File: src/rtl/acc_dp_pkg.sv
package acc_dp_pkg;

  localparam int NUM_SRC = 5;
  localparam int SRC_ACC  = 0;
  localparam int SRC_RREG = 1;
  localparam int SRC_IP   = 2;
  localparam int SRC_OPND = 3;
  localparam int SRC_DIN  = 4;

  typedef enum logic [1:0] {
    IP_HOLD = 2'd0,
    IP_CLR  = 2'd1,
    IP_LOAD = 2'd2,
    IP_INC  = 2'd3
  } ipOp_t;

  typedef struct packed {
    logic  ldAcc;
    logic  ldR;
    logic  ldOpnd;
    logic  ldDout;
    logic  ldDin;
    logic  ldAr;
    logic  arFromOpnd;
    ipOp_t ipOp;
    logic  irClear;
    logic  irLoad;
    logic  extWrite;
  } dpStrobes_t;

endpackage

File: src/rtl/acc_dp_ctrl.sv
module acc_dp_ctrl
  import acc_dp_pkg::*;
(
  input  logic       loadAcc,
  input  logic       loadR,
  input  logic       loadIp,
  input  logic       loadOpnd,
  input  logic       loadDout,
  input  logic       loadIr,
  input  logic       loadDin,
  input  logic       loadAr,
  input  logic       arFromOpnd,
  input  logic       ipInc,
  input  logic       ipClr,
  input  logic       irClr,
  input  logic       memWr,
  input  logic       ioWr,
  output dpStrobes_t stb
);

  always_comb begin
    stb.ldAcc      = loadAcc;
    stb.ldR        = loadR;
    stb.ldOpnd     = loadOpnd;
    stb.ldDout     = loadDout;
    stb.ldDin      = loadDin;
    stb.ldAr       = loadAr;
    stb.arFromOpnd = arFromOpnd;
    // clear beats load, load beats increment
    if (ipClr)       stb.ipOp = IP_CLR;
    else if (loadIp) stb.ipOp = IP_LOAD;
    else if (ipInc)  stb.ipOp = IP_INC;
    else             stb.ipOp = IP_HOLD;
    stb.irClear  = irClr;
    stb.irLoad   = loadIr & ~irClr;
    stb.extWrite = memWr | ioWr;
  end

endmodule

File: src/rtl/acc_dp_bus.sv
module acc_dp_bus #(
  parameter int DATA_W = 8,
  parameter int N_SRC  = 5
) (
  input  logic [N_SRC-1:0]        srcEn,
  input  logic [N_SRC*DATA_W-1:0] srcFlat,
  output logic [DATA_W-1:0]       busVal
);

  logic [DATA_W-1:0] gated [N_SRC];

  for (genvar s = 0; s < N_SRC; s++) begin : g_drv
    assign gated[s] = srcFlat[s*DATA_W +: DATA_W] & {DATA_W{srcEn[s]}};
  end

  always_comb begin
    busVal = '0;
    for (int s = 0; s < N_SRC; s++) busVal = busVal | gated[s];
  end

endmodule

File: src/rtl/acc_dp_regs.sv
module acc_dp_regs
  import acc_dp_pkg::*;
#(
  parameter int DATA_W = 8
) (
  input  logic              clk,
  input  logic              rstN,
  input  dpStrobes_t        stb,
  input  logic [DATA_W-1:0] busVal,
  input  logic [DATA_W-1:0] aluResult,
  input  logic [DATA_W-1:0] extDataIn,
  output logic [DATA_W-1:0] accVal,
  output logic [DATA_W-1:0] rVal,
  output logic [DATA_W-1:0] ipVal,
  output logic [DATA_W-1:0] opndVal,
  output logic [DATA_W-1:0] arVal,
  output logic [DATA_W-1:0] dinVal,
  output logic [DATA_W-1:0] doutVal,
  output logic [DATA_W-1:0] irVal
);

  localparam logic [DATA_W-1:0] ONE = DATA_W'(1);

  always_ff @(posedge clk or negedge rstN) begin
    if (!rstN) begin
      accVal  <= '0;
      rVal    <= '0;
      opndVal <= '0;
      doutVal <= '0;
      dinVal  <= '0;
    end else begin
      if (stb.ldAcc)  accVal  <= aluResult;
      if (stb.ldR)    rVal    <= busVal;
      if (stb.ldOpnd) opndVal <= busVal;
      if (stb.ldDout) doutVal <= busVal;
      if (stb.ldDin)  dinVal  <= extDataIn;
    end
  end

  always_ff @(posedge clk or negedge rstN) begin
    if (!rstN) begin
      ipVal <= '0;
    end else begin
      unique case (stb.ipOp)
        IP_CLR:  ipVal <= '0;
        IP_LOAD: ipVal <= busVal;
        IP_INC:  ipVal <= ipVal + ONE;
        default: ipVal <= ipVal;
      endcase
    end
  end

  always_ff @(posedge clk or negedge rstN) begin
    if (!rstN) arVal <= '0;
    else if (stb.ldAr) arVal <= stb.arFromOpnd ? opndVal : ipVal;
  end

  always_ff @(posedge clk or negedge rstN) begin
    if (!rstN) irVal <= '0;
    else if (stb.irClear) irVal <= '0;
    else if (stb.irLoad) irVal <= busVal;
  end

endmodule

File: src/rtl/acc_dp_top.sv
module acc_dp_top
  import acc_dp_pkg::*;
#(
  parameter int DATA_W = 8
) (
  input  logic               clk,
  input  logic               rstN,
  input  logic [NUM_SRC-1:0] busSel,
  input  logic               loadAcc,
  input  logic               loadR,
  input  logic               loadIp,
  input  logic               loadOpnd,
  input  logic               loadDout,
  input  logic               loadIr,
  input  logic               loadDin,
  input  logic               loadAr,
  input  logic               arFromOpnd,
  input  logic               ipInc,
  input  logic               ipClr,
  input  logic               irClr,
  input  logic               memWr,
  input  logic               ioWr,
  input  logic [DATA_W-1:0]  aluResult,
  input  logic [DATA_W-1:0]  extDataIn,
  output logic [DATA_W-1:0]  accOut,
  output logic [DATA_W-1:0]  busOut,
  output logic [DATA_W-1:0]  rMon,
  output logic [DATA_W-1:0]  irOut,
  output logic [DATA_W-1:0]  extAddr,
  output logic [DATA_W-1:0]  extDataOut,
  output logic               extDataOe
);

  dpStrobes_t stb;
  logic [DATA_W-1:0] accVal, rVal, ipVal, opndVal, arVal, dinVal, doutVal, irVal;
  logic [DATA_W-1:0] busVal;
  logic [NUM_SRC*DATA_W-1:0] srcFlat;

  acc_dp_ctrl u_ctrl (
    .loadAcc(loadAcc), .loadR(loadR), .loadIp(loadIp), .loadOpnd(loadOpnd),
    .loadDout(loadDout), .loadIr(loadIr), .loadDin(loadDin), .loadAr(loadAr),
    .arFromOpnd(arFromOpnd), .ipInc(ipInc), .ipClr(ipClr), .irClr(irClr),
    .memWr(memWr), .ioWr(ioWr), .stb(stb)
  );

  assign srcFlat[SRC_ACC*DATA_W  +: DATA_W] = accVal;
  assign srcFlat[SRC_RREG*DATA_W +: DATA_W] = rVal;
  assign srcFlat[SRC_IP*DATA_W   +: DATA_W] = ipVal;
  assign srcFlat[SRC_OPND*DATA_W +: DATA_W] = opndVal;
  assign srcFlat[SRC_DIN*DATA_W  +: DATA_W] = dinVal;

  acc_dp_bus #(.DATA_W(DATA_W), .N_SRC(NUM_SRC)) u_bus (
    .srcEn(busSel), .srcFlat(srcFlat), .busVal(busVal)
  );

  acc_dp_regs #(.DATA_W(DATA_W)) u_regs (
    .clk(clk), .rstN(rstN), .stb(stb), .busVal(busVal),
    .aluResult(aluResult), .extDataIn(extDataIn),
    .accVal(accVal), .rVal(rVal), .ipVal(ipVal), .opndVal(opndVal),
    .arVal(arVal), .dinVal(dinVal), .doutVal(doutVal), .irVal(irVal)
  );

  assign accOut     = accVal;
  assign busOut     = busVal;
  assign rMon       = rVal;
  assign irOut      = irVal;
  assign extAddr    = arVal;
  assign extDataOe  = stb.extWrite;
  assign extDataOut = stb.extWrite ? doutVal : '0;

endmodule

File: config.mk
export PLATFORM = sky130hd
export DESIGN_NAME = acc_dp_top
export DESIGN_NICKNAME = d
export VERILOG_FILES = /design/src/rtl/acc_dp_pkg.sv /design/src/rtl/acc_dp_ctrl.sv /design/src/rtl/acc_dp_bus.sv /design/src/rtl/acc_dp_regs.sv /design/src/rtl/acc_dp_top.sv
export SDC_FILE = /design/constraint.sdc
export NUM_CORES = 1
export LEC_CHECK = 0
export BUFFER_PORTS_ARGS = -buffer_cell sky130_fd_sc_hd__buf_2
export CORE_UTILIZATION = 55
export DETAILED_ROUTE_END_ITERATION = 10
export GPL_TIMING_DRIVEN = 0
export PLACE_DENSITY = 0.84
export SLEW_MARGIN = 20
export SYNTH_ARGS = -nofsm -noshare
export SYNTH_HDL_FRONTEND = slang
export SYNTH_HIERARCHICAL = 1
export SYNTH_SLANG_ARGS = --single-unit
export TNS_END_PERCENT = 30
File: constraint.sdc
create_clock -name clk -period 3.35 [get_ports clk]
set_input_delay 0.1675 -clock clk [delete_from_list [all_inputs] [get_ports clk]]
set_output_delay 0.1675 -clock clk [all_outputs]
set_load 0.01 [all_outputs]
==> results.txt <==
status -> finished clean
Die Ht -> 75.4 um
drt pass-1 iters -> 5
Residual DRC -> 0
Tot Pwr -> 0.00221 W
RSZ-0062 raised after global routing -> no
library cells used by synthesis -> 28
Worst Path Arrival -> 1700 ps
Pins Over Slew Limit -> 0
Worst-Margin Slew -> 776 ps
IR drop worst, VDD -> 0.362 mV
flops & latches, synth -> 64
Max Root-Sink Buffers -> 2
final hold vios -> 0
gr ovfl total -> 0
IO Count -> 86
Yosys top cell area share -> 0.541
slew margin rel. -> 0.483
initial antenna violation count -> 0
Worst setup endpoint -> busOut[3]
Period minus WS final -> 1870 ps
Primary FF master, synth -> dfrtp_1
Antenna Cells -> 0
Min-Delay Path Class -> in2reg
Ys Warns -> 6
Total GRT Usage -> 0.265
# clock sinks -> 64
Cell Pwr Density -> 601 nW/um2
Crit Reg-Reg Endpoint -> u_regs/ipVal[3]
Fmax -> 0.535 GHz
FF-to-FF Start -> u_regs/accVal[3]
number of global-route vias before repair -> 2160
Vias -> 2320
DR WL/cell -> 17.1 um
TNS Setup -> 0 ps
largest net degree at the start of global routing -> 65
htree depth -> 3
share of synthesized registers carrying an async set or reset -> 1.00
DRT antenna net count -> 0
TritonCTS buffer count -> 9
sequential area share after synthesis -> 0.541
syn nets -> 288
final cell count without fillers -> 411
Area Growth Syn to Fin -> 24.2%
Synth area leaders -> dfrtp_1 54%, mux2_2 16%, mux2i_1 6.1%
Inst Count DP -> 394
top-count cell post-synth -> dfrtp_1
Core Region -> 5140 um2
# resized after CTS -> 0
Via density -> 5.64
final worst-path cycle share -> 0.558
Crit Path Class -> reg2out
endpoints failing setup -> 0
chip width -> 75.4 um
row cnt -> 26
Cell Area, Synth -> 2960 um2
TritonCTS clock tree -> yes
R2R depth -> 5
die area -> 5680 um2
Leak -> 1.67 nW
hold depth -> 2
DR iter-0 viols -> 270
clock-pin slew on the worst setup and hold paths -> 70 ps
Initial Util -> 0.576
number of nets in the final layout -> 374
Syn Inst Count -> 250
port bufs -> 74
setup slack, reg-to-reg -> 1660 ps
first-pass GRT wire length -> 10800 um
Avg Cell Area, Syn -> 11.8 um2
share of layout cells above drive strength 1 -> 0.440
dpl hpwl -> 4890 um
worst path required time -> 3180 ps
routed wire length -> 7050 um
Final Skew -> 8.22 ps
gp weighted congestion -> 0.881
top cells by instance count after synthesis -> 64 x dfrtp_1, 41 x mux2_2, 22 x nor2_1
Max Cap Viol -> 0
CP Max Fanout -> 6
Synth area leader -> dfrtp_1
fin util -> 0.715
Worst Setup SP -> u_regs/accVal[3]
Worst Setup End Kind -> output pin
Post-synth EDFFs -> 0
startpoint types -> register
Clk Latency, worst-skew pair -> 330 ps
Root Buffer -> clkbuf_8
power by group:
group	switching [W]	internal (W)
Sequential	0.0000957	0.000880
Clock	0.000290	0.000515
Combinational	0.000223	0.000205
Total	0.000608	0.00160
cells by family after synthesis:
kind of cell / synth area share
buffers and inverters: 0.0478
AO/OA/AOI/OAI: 0.0904
XOR/XNOR: 0.0118
flip-flops: 0.541
multiplexers: 0.217
adder cells (fa/ha/maj): 0.00423
AND/OR/NAND/NOR: 0.0879
stage by stage:
stage,hold WS [ps],setup slack (ps),area (um2)
floorplan,-128,1850,2960
global placement,400,1710,3420
detailed placement,305,1710,3420
CTS,52.5,1520,3680
global route,63.9,1390,3680
finish,63.8,1480,3680
what timing repair did:
| action | CTS | global route |
|---|---|---|
| hold buffers | 1 | 0 |
| setup endpoints to repair | 0 | 0 |
| setup buffers | 0 | 0 |
| endpoints found under the hold margin | 64 | 0 |
cell usage in the layout, fill, tap and decap left out, drive strengths merged:
cell type	instances
buf	93
dfrtp	64
mux2	41
nor2	22
mux2i	18
clkbuf	16
nand2	15
a21oi	11
and2	8
a222oi	8
a22oi	8
o21ai	6
nand3	5
xor2	4
bufinv	3
nor2b	3
o22ai	3
inv	2
a21o	2
clkinv	2
and3	2
dlygate4sd3	1
or2	1
nor3b	1
a22o	1
ha	1
layer usage:
| metal | GRT usage | vias up | wire (um) |
|---|---|---|---|
| met5 | 0 | - | 0 |
| met4 | 0.115 | 0 | 100 |
| met3 | 0.0516 | 11 | 497 |
| met2 | 0.426 | 106 | 3470 |
| met1 | 0.355 | 1140 | 2980 |
| li1 | - | 1063 | - |
how the worst min path moves through the flow:
stage / endpoint / slack, ps / start
2_1_floorplan: u_regs/accVal[0] / -130 / rstN
3_3_place_gp: u_regs/dinVal[7] / 400 / extDataIn[7]
3_5_place_dp: u_regs/ipVal[2] / 310 / rstN
4_1_cts: u_regs/dinVal[1] / 50 / extDataIn[1]
5_1_grt: u_regs/dinVal[0] / 60 / extDataIn[0]
6_report: u_regs/dinVal[1] / 60 / extDataIn[1]
state kept, by name, indices dropped and copies added (netlist names):
register        cells
u_regs/arVal        8
u_regs/accVal       8
u_regs/ipVal        8
u_regs/opndVal      8
u_regs/dinVal       8
u_regs/rVal         8
u_regs/doutVal      8
u_regs/irVal        8
cell type report:
| cell class | count | area, um2 |
|---|---|---|
| Tap cell | 70 | 87.6 |
| Inverter | 2 | 7.51 |
| Sequential cell | 64 | 1600 |
| Buffer | 24 | 134 |
| Timing Repair Buffer | 75 | 383 |
| Multi-Input combinational cell | 160 | 1220 |
| Clock inverter | 5 | 104 |
| Clock buffer | 11 | 141 |
| Fill cell | 399 | 1460 |
critical path: stages, from the launching register on:
cell and delay (ps):
dfrtp_1 410, a222oi_1 470, nand2_1 280, buf_2 210
Power figures use the tool's default switching activity.
